### src/rtl/ts_out_pkg.sv
package ts_out_pkg;

  typedef enum logic [1:0] {
    TSF_ACT_HOLD,
    TSF_ACT_LOAD,
    TSF_ACT_SHIFT,
    TSF_ACT_GAP
  } tsf_act_e;

  function automatic int unsigned tsf_next_index(input int unsigned idx, input logic restart);
    return restart ? 0 : idx + 1;
  endfunction

  function automatic logic tsf_is_final(input int unsigned idx, input int unsigned len);
    return idx == len - 1;
  endfunction

endpackage

### src/rtl/ts_out_clkgen.sv
module ts_out_clkgen (
  input  logic clk,
  input  logic rst_n,
  input  logic cfg_clk_inv,
  output logic launch,
  output logic ts_clk
);

  logic phase_q;

  always_ff @(posedge clk or negedge rst_n) begin
    if (!rst_n) phase_q <= 1'b0;
    else        phase_q <= ~phase_q;
  end

  // outputs update at the end of a cycle with phase_q high
  assign launch = phase_q;
  assign ts_clk = phase_q ^ cfg_clk_inv;

endmodule

### src/rtl/ts_out_pktctl.sv
module ts_out_pktctl
  import ts_out_pkg::*;
#(
  parameter int unsigned PKT_LEN = 188,
  parameter int unsigned CNT_W   = 8
) (
  input  logic             clk,
  input  logic             rst_n,
  input  logic             take,
  input  logic             sop,
  input  logic             uncor,
  output logic             emit,
  output logic             emit_first,
  output logic             emit_err,
  output logic             gap_err,
  output logic             in_pkt,
  output logic [CNT_W-1:0] byte_idx
);

  logic             in_pkt_q;
  logic             err_q;
  logic [CNT_W-1:0] idx_q;
  logic [CNT_W-1:0] idx_n;

  assign emit       = take && (sop || in_pkt_q);
  assign emit_first = take && sop;
  assign emit_err   = sop ? uncor : err_q;
  assign gap_err    = in_pkt_q && err_q;
  assign idx_n      = CNT_W'(tsf_next_index(32'(idx_q), sop));
  assign in_pkt     = in_pkt_q;
  assign byte_idx   = idx_q;

  always_ff @(posedge clk or negedge rst_n) begin
    if (!rst_n) begin
      in_pkt_q <= 1'b0;
      err_q    <= 1'b0;
      idx_q    <= '0;
    end else if (take && sop) begin
      idx_q    <= '0;
      in_pkt_q <= !tsf_is_final(32'd0, PKT_LEN);
      err_q    <= uncor;
    end else if (take && in_pkt_q) begin
      idx_q <= idx_n;
      if (tsf_is_final(32'(idx_n), PKT_LEN)) in_pkt_q <= 1'b0;
    end
  end

endmodule

### src/rtl/ts_out_lane.sv
module ts_out_lane
  import ts_out_pkg::*;
#(
  parameter int unsigned DATA_W = 8,
  parameter int unsigned BIT_W  = 3
) (
  input  logic              clk,
  input  logic              rst_n,
  input  logic              launch,
  input  logic              cfg_serial,
  input  logic              emit,
  input  logic              emit_first,
  input  logic              emit_err,
  input  logic              gap_err,
  input  logic [DATA_W-1:0] emit_data,
  output logic              slot_free,
  output logic [DATA_W-1:0] ts_data,
  output logic              ts_valid,
  output logic              ts_sync,
  output logic              ts_err
);

  localparam logic [BIT_W-1:0] LAST_BIT = BIT_W'(DATA_W - 1);

  function automatic logic [DATA_W-1:0] serial_word(input logic b);
    return {{(DATA_W-1){1'b0}}, b};
  endfunction

  logic [DATA_W-1:0] data_q;
  logic [DATA_W-1:0] sh_q;
  logic [BIT_W-1:0]  left_q;
  logic              valid_q;
  logic              sync_q;
  logic              err_q;
  tsf_act_e          act;

  assign slot_free = (left_q == '0);

  always_comb begin
    if (!launch)              act = TSF_ACT_HOLD;
    else if (emit)            act = TSF_ACT_LOAD;
    else if (!slot_free)      act = TSF_ACT_SHIFT;
    else                      act = TSF_ACT_GAP;
  end

  always_ff @(posedge clk or negedge rst_n) begin
    if (!rst_n) begin
      data_q  <= '0;
      sh_q    <= '0;
      left_q  <= '0;
      valid_q <= 1'b0;
      sync_q  <= 1'b0;
      err_q   <= 1'b0;
    end else begin
      case (act)
        TSF_ACT_LOAD: begin
          valid_q <= 1'b1;
          sync_q  <= emit_first;
          err_q   <= emit_err;
          if (cfg_serial) begin
            data_q <= serial_word(emit_data[DATA_W-1]);
            sh_q   <= emit_data << 1;
            left_q <= LAST_BIT;
          end else begin
            data_q <= emit_data;
            sh_q   <= '0;
            left_q <= '0;
          end
        end
        TSF_ACT_SHIFT: begin
          data_q <= serial_word(sh_q[DATA_W-1]);
          sh_q   <= sh_q << 1;
          left_q <= left_q - 1'b1;
        end
        TSF_ACT_GAP: begin
          valid_q <= 1'b0;
          sync_q  <= 1'b0;
          err_q   <= gap_err;
        end
        default: ;
      endcase
    end
  end

  assign ts_data  = data_q;
  assign ts_valid = valid_q;
  assign ts_sync  = sync_q;
  assign ts_err   = err_q;

endmodule

### src/rtl/ts_out_fmt.sv
module ts_out_fmt #(
  parameter int unsigned DATA_W  = 8,
  parameter int unsigned PKT_LEN = 188
) (
  input  logic              clk,
  input  logic              rst_n,
  input  logic              cfg_serial,
  input  logic              cfg_clk_inv,
  input  logic [DATA_W-1:0] in_data,
  input  logic              in_valid,
  input  logic              in_sop,
  input  logic              in_uncor,
  output logic              in_ready,
  output logic              ts_clk,
  output logic [DATA_W-1:0] ts_data,
  output logic              ts_valid,
  output logic              ts_sync,
  output logic              ts_err
);

  localparam int unsigned CNT_W = $clog2(PKT_LEN);
  localparam int unsigned BIT_W = $clog2(DATA_W);

  logic             launch;
  logic             slot_free;
  logic             take;
  logic             emit;
  logic             emit_first;
  logic             emit_err;
  logic             gap_err;
  logic             in_pkt;
  logic [CNT_W-1:0] byte_idx;

  assign in_ready = launch && (!cfg_serial || slot_free);
  assign take     = in_valid && in_ready;

  ts_out_clkgen u_clkgen (
    .clk         (clk),
    .rst_n       (rst_n),
    .cfg_clk_inv (cfg_clk_inv),
    .launch      (launch),
    .ts_clk      (ts_clk)
  );

  ts_out_pktctl #(
    .PKT_LEN (PKT_LEN),
    .CNT_W   (CNT_W)
  ) u_pktctl (
    .clk        (clk),
    .rst_n      (rst_n),
    .take       (take),
    .sop        (in_sop),
    .uncor      (in_uncor),
    .emit       (emit),
    .emit_first (emit_first),
    .emit_err   (emit_err),
    .gap_err    (gap_err),
    .in_pkt     (in_pkt),
    .byte_idx   (byte_idx)
  );

  ts_out_lane #(
    .DATA_W (DATA_W),
    .BIT_W  (BIT_W)
  ) u_lane (
    .clk        (clk),
    .rst_n      (rst_n),
    .launch     (launch),
    .cfg_serial (cfg_serial),
    .emit       (emit),
    .emit_first (emit_first),
    .emit_err   (emit_err),
    .gap_err    (gap_err),
    .emit_data  (in_data),
    .slot_free  (slot_free),
    .ts_data    (ts_data),
    .ts_valid   (ts_valid),
    .ts_sync    (ts_sync),
    .ts_err     (ts_err)
  );

endmodule

### config.mk
export PLATFORM = sky130hd
export DESIGN_NAME = ts_out_fmt
export DESIGN_NICKNAME = d
export VERILOG_FILES = /design/src/rtl/ts_out_pkg.sv /design/src/rtl/ts_out_clkgen.sv /design/src/rtl/ts_out_pktctl.sv /design/src/rtl/ts_out_lane.sv /design/src/rtl/ts_out_fmt.sv
export SDC_FILE = /design/constraint.sdc
export NUM_CORES = 1
export LEC_CHECK = 0
export BUFFER_PORTS_ARGS = -buffer_cell sky130_fd_sc_hd__buf_2
export CORE_UTILIZATION = 45
export CTS_CLUSTER_SIZE = 40
export DETAILED_ROUTE_END_ITERATION = 7
export PLACE_DENSITY = 0.66
export REMOVE_ABC_BUFFERS = 1
export SYNTH_ARGS = -nofsm -noshare
export SYNTH_HDL_FRONTEND = slang
export SYNTH_HIERARCHICAL = 1
export SYNTH_SLANG_ARGS = --single-unit
### constraint.sdc
create_clock -name clk -period 3.5 [get_ports clk]
set_input_delay 0.175 -clock clk [delete_from_list [all_inputs] [get_ports clk]]
set_output_delay 0.175 -clock clk [all_outputs]
set_load 0.01 [all_outputs]
* Word level (Yosys, flattened, before mapping)
Cells that the tools add are included.
** Word-level totals
- Bits in registers :: 33
- Input port bits :: 15
- Logic and storage cells :: 52
- Output and inout port bits :: 13
** Cells by class
- Mux-type cells :: 19
- Reductions and logical operators :: 15
- Bitwise gates (word level) :: 2
- Equal/unequal tests :: 4
- $add $sub $neg :: 2
** Operators by type and width (number)
- $mux 8 :: 5
- $pmux 8 s2 :: 2
- $add 8x1->8 const B :: 1
- $eq 8x8->1 const B :: 1
- $reduce_bool 2->1 :: 4
- $logic_and 1x1->1 :: 6
- $pmux 1 s2 :: 3
- $pmux 3 s2 :: 1
- $mux 1 :: 5
- $eq 2x2->1 const B :: 2
- $mux 2 :: 2
- $logic_not 3->1 :: 1
- $mux 3 :: 1
- $sub 3x1->3 const B :: 1
- $eq 2x1->1 const B :: 1
- $logic_or 1x1->1 :: 2
- $reduce_and 2->1 :: 1
- $logic_not 1->1 :: 1
- $not 1->1 :: 1
- $xor 1x1->1 :: 1

* Logic depth before layout (Yosys ltp)
Gate-level depths: netlist of run 1.
- Word-level depth :: 9
- Depth in mapped cells :: 15
- Gate-level depth less buffers :: 11

* Cells and area by module
Netlist of run 1, hierarchy kept.
** Modules (own cells, without submodules)
- ts_out_lane :: area an instance 1024.7 um2, instances 1, sequential area each 525.5 um2, cells each 99
- ts_out_pktctl :: area an instance 666.9 um2, instances 1, sequential area each 250.2 um2, cells each 76
- ts_out_clkgen :: area an instance 37.5 um2, instances 1, sequential area each 25.0 um2, cells each 3
- ts_out_fmt :: area an instance 18.8 um2, instances 1, sequential area each 0.0 um2, cells each 3

* Least setup slack after synthesis of run 1
OpenSTA, ideal clock, no wires.
- Path kind :: register -> register
- Start point :: reg u_lane.left_q[0]
- End point :: reg u_lane.left_q[1]
- Data required time :: 3374 ps
- Path slack :: 981 ps
- Arrival :: 2393 ps
- Stages on the path, launching flop included :: 16
- Library setup time :: 126 ps
- Buffers on the path :: 4
- Clock period less this slack :: 2519 ps
- Cells stage by stage :: dfrtp_1 > inv_1 > ha_1 > nand2b_4 > inv_1 > nand2b_1 > and3_1 > o21ai_0 > buf_2 > inv_1 > buf_4 > inv_1 > and3_4 > buf_6 > buf_6 > a221o_1
** On the way
- Longest elaborated chain between the ends :: 9
- Elaborated cells on any way between the ends :: 13
- Those cells by class :: add/sub: 1; eq/ne: 2; mux: 4; reduce/logical: 6
** Ends and longest elaborated chain
- start, declared :: line ts_out_lane.sv:31 : logic [BIT_W-1:0] left_q;
- start signal, assigned :: line ts_out_lane.sv:73 : left_q <= left_q - 1'b1;
- $logic_not 3->1 * :: line ts_out_lane.sv:37 : assign slot_free = (left_q == '0);
- named net slot_free :: line ts_out_fmt.sv:25 : logic slot_free;
- $logic_or 1x1->1 * :: line ts_out_fmt.sv:34 : assign in_ready = launch && (!cfg_serial || slot_free);
- $logic_and 1x1->1 * :: line ts_out_fmt.sv:34
- $logic_and 1x1->1 * :: line ts_out_fmt.sv:35 : assign take = in_valid && in_ready;
- named net take :: line ts_out_fmt.sv:26 : logic take;
- $logic_and 1x1->1 * :: line ts_out_pktctl.sv:25 : assign emit = take && (sop || in_pkt_q);
- named net emit :: line ts_out_fmt.sv:27 : logic emit;
- $mux 2 * :: line ts_out_lane.sv:41 : else if (emit) act = TSF_ACT_LOAD;
- $mux 2 * :: line ts_out_lane.sv:40 : if (!launch) act = TSF_ACT_HOLD;
- $eq 2x2->1 / $eq 2x1->1 (equally long branches) :: line ts_out_lane.sv:55 : case (act)
- $pmux 3 s2 / $reduce_bool 2->1 (equally long branches)
Mark *: on every way through the listed nets, which the timed path passes. The rest lies on a longest branch.
A chain may end at the register's enable or synchronous reset.

* Worst setup path in the final report of run 1
- Start point :: reg u_lane.left_q[1]
- End point :: reg u_lane.left_q[1]
Same word-level chain as after synthesis.

==> flow_metrics.tcl, run 1 <==
set metrics [dict create \
    run_status "finished, final reports clean" \
    synth_top_family_by_area "simple AND/OR/NAND/NOR gates" \
    synth_adder_area_share_pct 2.15 \
    antenna_violating_nets_left 0 \
    synthesis.area_per_instance_um2 9.66 \
    area_after_dpl_um2 1850 \
    synth_enable_flop_cells 0 \
    netlist_area_um2 1750 \
    count_of_non_filler_cells_in_the_finished_layout 251 \
    most_common_cell_after_layout_fill_and_taps_aside "dfrtp_1" \
    route.vias.total 1388 \
    ir_worst_vdd_uv 355 \
    die-height_um 64.3 \
    cp_data_required_time_ns 3.72 \
    drv_cap 0 \
    post_cts_buffers 0 \
    rsz0062_at_grt "false" \
    wl_per_cell_um 14.6 \
    post-dp-hpwl_um 2570 \
    design.core.area_um2 3690 \
    final_cycle_share_pct 82.8 \
    powerDensity_nw_per_um2 678 \
    globalRoute.totalOverflow 0 \
    drive_gt1_share_pct 21.2 \
    maximum_number_of_pins_on_one_net_before_global_route_repair 33 \
    synthArstFlopShare_pct 100 \
    hold_violations 0 \
    worst_pin_slew_ns 0.817 \
    timing.critical_path.arrival_ns 3.12 \
    clk_tree_root_cell "clkbuf_8" \
    synth_xor_area_share_pct 1.50 \
    post_cts_resize_count 0 \
    synth.area.top_cells "dfrtp_1 (46%), nand2_1 (5.2%), a221o_1 (4.0%)" \
    drc_errors 0 \
    design.final.nets 221 \
    io_buffer_count 27 \
    final_cell_mix "dfrtp_1 (32), buf_2 (27), nand2_1 (24)" \
    clkSinkCount 32 \
    antenna_cells_inserted 0 \
    first_global_vias 1317 \
    ys.warnings.count 6 \
    design.portCount 28 \
    setup_viol_count_final 0 \
    synth_simple_gate_area_share_pct 21.8 \
    synth-main-ff-cell "dfrtp_1" \
    start_kind "register" \
    grt_antenna_before_repair 0 \
    die_x_um 64.3 \
    clkSlewWorstSetupHoldPaths_ns 0.07 \
    post-route-cell-area_um2 1940 \
    cts_hold_repair.buffers 1 \
    h_tree_levels 2 \
    synthCells 181 \
    post_synthesis_mux_area_share_pct 3.08 \
    starting_density_of_the_core_pct 47.4 \
    post-route-worst-setup-slack_ns 0.603 \
    num_rows 22 \
    die-area_um2 4140 \
    detailedRoute.firstIterationViolations 95 \
    max_clock_freq_mhz 345 \
    dp.cells 243 \
    final.setup.tns_ns 0 \
    routed_via_density 5.53 \
    layout_min_cycle_time_ns 2.90 \
    clk_path_buf_depth 2 \
    clock_latency_ns 0.28 \
    grtUsageTotal_pct 19.7 \
    synth-seq-area-share_pct 45.8 \
    yosysUniqueCellTypes 46 \
    netlist.top_cell.by_area "dfrtp_1" \
    place_ws_ns 0.439 \
    cts_inserted_buffers 5 \
    ys_ff_latch 32 \
    final-max-slew-violation-count 0 \
    final_clock_skew_ns 0.00346 \
    drt_pre_antenna_iters 4 \
    cts_tree "built" \
    gpl.final_weighted_congestion 0.763 \
    timing.setup.critical_path_class "register to register" \
    hold_path.class "input pin to register" \
    synth_compound_gate_area_share_pct 17.7 \
    relSlewSlack_pct 45.1 \
    worst_setup_path_end_kind "register" \
    drt-total-wl_um 3650 \
    path_max_fanout 13 \
    synth_top_area_share_pct 45.8 \
    leakagePower_nw 0.901 \
    grt_first_pass_wirelength_um 6110 \
    area_growth_pct 11.2 \
]
==> stage by stage <==
| stage | total power [mW] | util (%) | hold WS [ns] |
|---|---|---|---|
| after detailed placement | 1.05 | 50.2 | 0.276 |
| final | 1.32 | 52.7 | 0.143 |
| after global placement | 1.02 | 50.2 | 0.258 |
| after global routing | 1.41 | 52.7 | 0.137 |
| after floorplan | 0.896 | - | -0.121 |
| after CTS | 1.32 | 52.7 | 0.140 |
==> area by class of cell <==
class                      count  area (um^2)
fill                         351         1750
multi-input combinational    123          807
sequential                    32          801
timing repair buffer          28          145
clock buffer                   5         68.8
tap                           48         60.1
inverter                      13         48.8
clock inverter                 2         12.5
==> final timing paths <==
path / depth (start not counted) / end / slack [ns] / start
setup reg to reg: 10 / u_lane/left_q[1] / 0.60 / u_lane/left_q[1]
min in group asynchronous: 2 / u_pktctl/in_pkt / 0.48 / rst_n
hold / removal: 2 / u_pktctl/err_q / 0.14 / in_uncor
hold reg to reg: 2 / u_lane/ts_valid / 0.48 / u_lane/ts_valid
setup / recovery: 10 / u_lane/left_q[1] / 0.60 / u_lane/left_q[1]
max in group asynchronous: 2 / u_pktctl/byte_idx[0] / 2.57 / rst_n
==> logic make-up after synthesis <==
logic type      Yosys count
compound gates           46
buf+inv                  26
mux                       5
flops                    32
simple gates             66
xor+xnor                  3
fa+ha+maj                 3
==> critical path, stage by stage, from the launching register on <==
cell and delay [ns]:
dfrtp_1 0.37, inv_1 0.08, ha_1 0.24, nand2b_4 0.10
inv_1 0.06, nand2b_1 0.14, and3_1 0.24, o21ai_1 0.46
inv_1 0.30, o21ai_1 0.58, a221o_1 0.26
==> synthesized netlist by cell type, types with 2 or more instances <==
cell type	instances
buf_4	2
a21oi_1	11
a211oi_1	2
a22o_1	2
and2_0	6
o22ai_1	5
ha_1	3
xor2_1	3
nor2_1	4
and2_1	4
and3_1	2
o21ai_0	10
dfrtp_1	32
inv_1	13
nand3_1	2
mux2i_1	2
nand2_1	24
mux2_2	3
nor3_1	5
clkbuf_1	5
buf_6	2
buf_2	2
nand3b_1	8
a221o_1	7
==> flip-flops by register name (all words and copies together) (netlist names) <==
signal and count:
u_clkgen/launch 1, u_lane/left_q 3, u_lane/sh_q 7, u_lane/ts_data 8, u_lane/ts_err 1, u_lane/ts_sync 1, u_lane/ts_valid 1, u_pktctl/byte_idx 8
u_pktctl/err_q 1, u_pktctl/in_pkt 1
==> per-layer routing <==
layer  up-vias  part of all wire [%]  track usage [%]
li1        676                     -                -
met1       671                    45             24.0
met2        34                    49             32.5
met3         7                   4.1             5.36
met4         0                   1.7             8.33
met5         -                     0                0
==> where the power goes <==
group          leakage, nW  internal (mW)  switching [mW]
Clock               0.0400          0.134           0.135
Combinational        0.464          0.217           0.266
Sequential           0.397          0.475          0.0907
Power figures use the tool's default switching activity.
==> run 2, diff against run 1 <==
ABC_AREA = 1   (was not set)
PLACE_DENSITY = 0.68   (was 0.66)
clock period = 2.5 ns   (was 3.5 ns; I/O delays follow)
==> run 2 against run 1 <==
  * First-iteration DRC count grew 24%
  * Die area fell by 0.50%
  * Total power increased by 39%
  * Cell count is 30% higher
  * Sequential power rose by 36%
  * Sequential share of layout area decreased by 1.7 points
  * Register-to-register slack worse by 0.29 ns
==> flow_metrics.tcl, run 2 <==
set metrics [dict create \
    route.vias.total 1520 \
    powerDensity_nw_per_um2 905 \
    antenna_violating_nets_left 0 \
    start_kind "register" \
    timing.setup.critical_path_class "register to register" \
    synthesis.area_per_instance_um2 7.16 \
    path_max_fanout 10 \
    final_cell_mix "nand2_1 (110), inv_1 (33), dfrtp_1 (32)" \
    antenna_cells_inserted 0 \
    design.final.nets 295 \
    die_x_um 64.2 \
    clkSlewWorstSetupHoldPaths_ns 0.06 \
    drt_pre_antenna_iters 4 \
    most_numerous_cell_on_the_critical_path "nand2_1" \
    ys_ff_latch 32 \
    clk_path_buf_depth 2 \
    clock_latency_ns 0.28 \
    final_clock_skew_ns 0.00335 \
    max_clock_freq_mhz 457 \
    wl_per_cell_um 11.0 \
    synth-main-ff-cell "dfrtp_1" \
    synth_enable_flop_cells 0 \
    post-dp-hpwl_um 2600 \
    gpl.final_weighted_congestion 0.804 \
    grtUsageTotal_pct 20.3 \
    drt-total-wl_um 3600 \
    timing.critical_path.arrival_ns 2.35 \
    maximum_number_of_pins_on_one_net_before_global_route_repair 33 \
    layout_min_cycle_time_ns 2.19 \
    drv_cap 0 \
    synth.area.top_cells "dfrtp_1 (46%), nand2_1 (24%), inv_1 (7.1%)" \
    synth_top_area_share_pct 46.0 \
    post-route-worst-setup-slack_ns 0.312 \
    cp_slowest_stage_delay_ns 0.38 \
    h_tree_levels 2 \
    area_growth_pct 16.5 \
    drive_gt1_share_pct 20.9 \
    hold_path.class "input pin to register" \
    netlist.top_cell.by_area "dfrtp_1" \
    clkSinkCount 32 \
    detailedRoute.firstIterationViolations 118 \
    leakagePower_nw 1.18 \
    grt_antenna_before_repair 0 \
    first_global_vias 1399 \
    io_buffer_count 27 \
    crit_path_cell_trace "inv_1 -> ha_1 -> inv_1 -> nor2_1 -> inv_1 -> nand2_2 -> nand2_2 -> nor2_2 -> nand2_1 -> nand2_2 -> buf_4 -> nand2_1 -> nor2_1 -> nand2_1 -> nor2_1 -> nand2_1 -> nand2_1 -> nand2_1" \
    critical-path-top-delay-family "simple AND/OR/NAND/NOR gates" \
    hold_violations 0 \
    final.setup.tns_ns 0 \
    synth-seq-area-share_pct 46.0 \
    synthArstFlopShare_pct 100 \
    setup_viol_count_final 0 \
    ir_worst_vdd_uv 419 \
    cts_tree "built" \
    rsz0062_at_grt "false" \
    synthCells 243 \
    drc_errors 0 \
    design.core.area_um2 3690 \
    dp.cells 317 \
    netlist_area_um2 1740 \
    num_rows 22 \
    run_status "finished, final reports clean" \
    die-height_um 64.2 \
    globalRoute.totalOverflow 0 \
    place_ws_ns 0.265 \
    final_cycle_share_pct 87.5 \
    worst_pin_slew_ns 0.726 \
    relSlewSlack_pct 51.6 \
    ys.warnings.count 6 \
    worst_setup_path_end_kind "register" \
    count_of_non_filler_cells_in_the_finished_layout 326 \
    cts_inserted_buffers 5 \
    library_cell_with_the_highest_instance_count_after_synthesis "nand2_1" \
    clk_tree_root_cell "clkbuf_8" \
    routed_via_density 4.66 \
    final-max-slew-violation-count 0 \
    most_common_cell_after_layout_fill_and_taps_aside "nand2_1" \
    post_cts_buffers 0 \
    cp_slowest_cell "dfrtp_1" \
    yosysUniqueCellTypes 21 \
    starting_density_of_the_core_pct 47.2 \
    design.portCount 28 \
    post_synth_most_frequent_cells "nand2_1 (111), inv_1 (33), dfrtp_1 (32), nand3_1 (19), nor2_1 (8)" \
    grt_first_pass_wirelength_um 6350 \
    cp_data_required_time_ns 2.66 \
    die-area_um2 4120 \
    critical_path_buf_inv_count 4 \
]
run 2: cell types whose count changed in the layout (fill, tap and decap cells not counted), sizes merged, moves of 3 or more:
cell / previous run / this run
nand3: 3 / 20
nor2: 4 / 17
and2: 11 / 0
o21ai: 11 / 8
nand3b: 8 / 0
nor3: 5 / 0
a21oi: 11 / 1
inv: 13 / 40
o22ai: 5 / 0
nand2: 24 / 117
a221o: 7 / 0
mux2: 3 / 0
clkbuf: 5 / 8
and3: 3 / 0
run 2: cells by family after synthesis:
family	count (synthesis)	share of synthesized area [%]
simple gates	154	38.0
compound gates	11	3.45
xor+xnor	1	0.504
fa+ha+maj	3	2.16
buf+inv	42	9.86
flops	32	46.0
run 2: worst register-to-register path: stages, from the launching register on:
cell and delay [ns]:
dfrtp_1 0.38, inv_1 0.10, ha_1 0.17, inv_1 0.04
nor2_1 0.14, inv_1 0.07, nand2_2 0.06, nand2_2 0.06
nor2_2 0.12, nand2_1 0.13, nand2_2 0.14, buf_4 0.18
nand2_1 0.08, nor2_1 0.09, nand2_1 0.06, nor2_1 0.08
nand2_1 0.05, nand2_1 0.05, nand2_1 0.05
run 2: path summary, 6_finish.rpt:
kind | cells after the start | slack (ns) | to | from
setup / recovery | 18 | 0.31 | u_pktctl/in_pkt | u_lane/left_q[0]
hold / removal | 3 | 0.08 | u_lane/sh_q[1] | in_data[0]
setup reg to reg | 18 | 0.31 | u_pktctl/in_pkt | u_lane/left_q[0]
hold reg to reg | 2 | 0.47 | u_lane/ts_data[4] | u_lane/ts_data[4]
max in group asynchronous | 2 | 1.60 | u_lane/ts_err | rst_n
min in group asynchronous | 2 | 0.43 | u_pktctl/byte_idx[7] | rst_n
run 2: layer usage:
layer  vias to the layer above  track usage (%)  part of all wire [%]
li1                        800                -                     -
met3                         4             4.46                   4.6
met1                       681             27.0                    49
met4                         0             8.33                   1.0
met2                        35             31.8                    45
met5                         -                0                     0
run 2: area by class of cell:
class / count / area [um^2]
Fill cell: 390 / 1660
Sequential cell: 32 / 801
Multi-Input combinational cell: 169 / 769
Timing Repair Buffer: 29 / 153
Inverter: 40 / 153
Clock buffer: 8 / 90.1
Tap cell: 48 / 60.1
run 2: repair_timing:
item                                    4_1_cts  5_1_grt
endpoints found under the setup margin        0        1
hold buffers                                  1        0
gates resized for setup                       0        1
hold endpoints to repair                     32        0
run 2: report_power, final:
part / switching (mW) / total [mW] / internal (mW)
registers: 0.100 / 0.767 / 0.666
clock network: 0.187 / 0.411 / 0.224
logic: 0.421 / 0.656 / 0.235
run 2: through the flow:
| stage | instance area [um^2] | total power, mW | hold slack, ns | util, % |
|---|---|---|---|---|
| after floorplan | 1720 | 1.23 | -0.171 | - |
| after global placement | 1920 | 1.42 | 0.224 | 52.1 |
| after detailed placement | 1920 | 1.44 | 0.229 | 52.1 |
| after CTS | 2020 | 1.86 | 0.0709 | 54.9 |
| after global routing | 2030 | 2.00 | 0.0896 | 54.9 |
| final | 2030 | 1.83 | 0.0797 | 54.9 |
==> run 3, diff against run 2 <==
ABC_AREA = 0   (was 1)
CORE_MARGIN = 2   (was not set)
RECOVER_POWER = 100   (was not set)
==> run 3 against run 2 <==
  * The run now ends with capacitance limit, slew limit left
  * Register-to-register slack worse by 0.14 ns
  * Sequential power up 3.0%
  * Critical endpoint unchanged
  * Core utilization down 0.98 points
  * Global-route usage down 0.77 points
  * Sequential share of layout area up 0.72 points
  * Critical path type unchanged
==> flow_metrics.tcl, run 3 (synthesis gave the netlist of run 1 again) <==
set metrics [dict create \
    run_status "finished with violations" \
    violated_checks "capacitance limit, slew limit" \
    power_frac_clock_pct 25.0 \
    layout_min_cycle_time_ns 2.33 \
    h_tree_levels 2 \
    most_numerous_cell_on_the_critical_path "inv_1" \
    post-route-worst-setup-slack_ns 0.171 \
    design.final.nets 226 \
    drive_gt1_share_pct 17.7 \
    swShare_pct 35.6 \
    grtUsageTotal_pct 19.5 \
    place_ws_ns 0.0388 \
    cp_slowest_cell "or4_1" \
    clk_path_buf_depth 2 \
    ir_worst_vdd_uv 427 \
    leakagePower_nw 0.877 \
    wl_per_cell_um 14.6 \
    cts_tree "built" \
    post-dp-hpwl_um 2640 \
    drv_cap 1 \
    share_comb_of_total_power_pct 34.6 \
    utilization_pct 53.9 \
    final_clock_skew_ns 0.00457 \
    hold_violations 0 \
    critical_path.reg2reg.startpoint "u_lane/left_q[0]" \
    crit_path_cell_trace "inv_1 -> ha_1 -> nand2b_4 -> inv_1 -> nand2b_1 -> and3_2 -> nand2_1 -> or4_1 -> nor4b_2 -> a31oi_1" \
    detailedRoute.firstIterationViolations 83 \
    die-height_um 66.3 \
    worst_setup_path_end_kind "register" \
    antenna_violating_nets_left 0 \
    antenna_cells_inserted 0 \
    route.vias.total 1404 \
    timing.critical_path.arrival_ns 2.49 \
    timing.setup.critical_path_class "register to register" \
    drc_errors 0 \
    clkSlewWorstSetupHoldPaths_ns 0.07 \
    num_rows 22 \
    starting_density_of_the_core_pct 47.4 \
    hold_path_startpoint "in_uncor" \
    max_clock_freq_mhz 429 \
    most_common_cell_after_layout_fill_and_taps_aside "dfrtp_1" \
    routed_via_density 5.46 \
    gpl.final_weighted_congestion 0.804 \
    globalRoute.totalOverflow 0 \
    drt-total-wl_um 3740 \
    grt_first_pass_wirelength_um 6430 \
    clk_tree_root_cell "clkbuf_8" \
    drt_pre_antenna_iters 4 \
    design.core.area_um2 3690 \
    area_growth_pct 13.8 \
    final_cell_mix "dfrtp_1 (32), nand2_1 (24), clkbuf_1 (15)" \
    design.portCount 28 \
    die_x_um 66.3 \
    cts_inserted_buffers 5 \
    final_cycle_share_pct 93.2 \
    intPower_mw 1.26 \
    powerDensity_nw_per_um2 984 \
    cp_data_required_time_ns 2.66 \
    relSlewSlack_pct -17.2 \
    io_buffer_count 27 \
    die-area_um2 4400 \
    clock_latency_ns 0.28 \
    setup_viol_count_final 0 \
    clkSinkCount 32 \
    cp_slowest_stage_delay_ns 0.50 \
    power.switching_uw 698 \
    start_kind "register" \
    post-route-cell-area_um2 1990 \
    first_global_vias 1416 \
    total_power_mw 1.96 \
    path_max_fanout 6 \
    final-max-slew-violation-count 33 \
    worst_pin_slew_ns 1.76 \
    rsz0062_at_grt "false" \
    fill_cells 367 \
    area_after_dpl_um2 1870 \
    hold_path.class "input pin to register" \
    grt_antenna_before_repair 0 \
    maximum_number_of_pins_on_one_net_before_global_route_repair 33 \
    startpoint "u_lane/left_q[0]" \
    power.share.sequential_pct 40.3 \
]
-- run 3: stage by stage --
stage | TNS [ns] | cells | hold slack, ns
6_report | 0 | 257 | 0.105
5_1_grt | 0 | 257 | 0.104
4_1_cts | 0 | 254 | 0.0880
3_5_place_dp | 0 | 245 | 0.228
3_3_place_gp | 0 | 245 | 0.210
2_1_floorplan | -0.312 | 168 | -0.171
-- run 3: power by group through the flow --
| stage | clock [mW] | sequential (mW) | combinational [mW] |
|---|---|---|---|
| floorplan | 0 | 0.785 | 0.469 |
| global placement | 0 | 0.790 | 0.642 |
| detailed placement | 0 | 0.799 | 0.668 |
| CTS | 0.505 | 0.791 | 0.673 |
| global route | 0.529 | 0.814 | 0.772 |
| finish | 0.490 | 0.790 | 0.678 |
-- run 3: final timing paths --
| path | to | slack (ns) | depth (start not counted) |
|---|---|---|---|
| setup / recovery | u_pktctl/in_pkt | 0.17 | 10 |
| hold / removal | u_pktctl/err_q | 0.11 | 2 |
| setup reg to reg | u_pktctl/in_pkt | 0.17 | 10 |
| hold reg to reg | u_lane/ts_valid | 0.49 | 2 |
| max in group asynchronous | u_lane/ts_valid | 0.64 | 2 |
| min in group asynchronous | u_pktctl/byte_idx[4] | 0.85 | 2 |
-- run 3: metal layers --
layer	up-vias	GRT usage, %	part of all wire, %
met1	672	23.3	43
met4	0	5.61	1.2
li1	687	-	-
met5	-	0	0
met3	5	5.79	5.0
met2	40	33.6	51
-- run 3: repair_timing --
item                                   CTS  global route
hold buffers                             1             0
resized for setup                        0             6
setup endpoints to repair                0            19
setup buffers                            0             2
endpoints found under the hold margin   32             0
-- run 3: area by class of cell --
cell class / count / area, um^2 / share of cell area (%)
Multi-Input combinational cell: 123 / 812 / 40.8
Tap cell: 48 / 60.1 / 3.02
Clock buffer: 5 / 68.8 / 3.46
Timing Repair Buffer: 32 / 151 / 7.61
Clock inverter: 3 / 42.5 / 2.14
Inverter: 13 / 48.8 / 2.45
Timing Repair inverter: 1 / 5.00 / 0.252
Sequential cell: 32 / 801 / 40.3
-- run 3: worst max-delay path, delay by kind of cell, from the launching register on --
kind / cells / cell delay, ns
DFF: 1 / 0.38
AOI/OAI and AO/OA: 1 / 0.12
buffers and inverters: 2 / 0.17
and+or+nand+nor: 6 / 1.29
adders and majority gates: 1 / 0.25
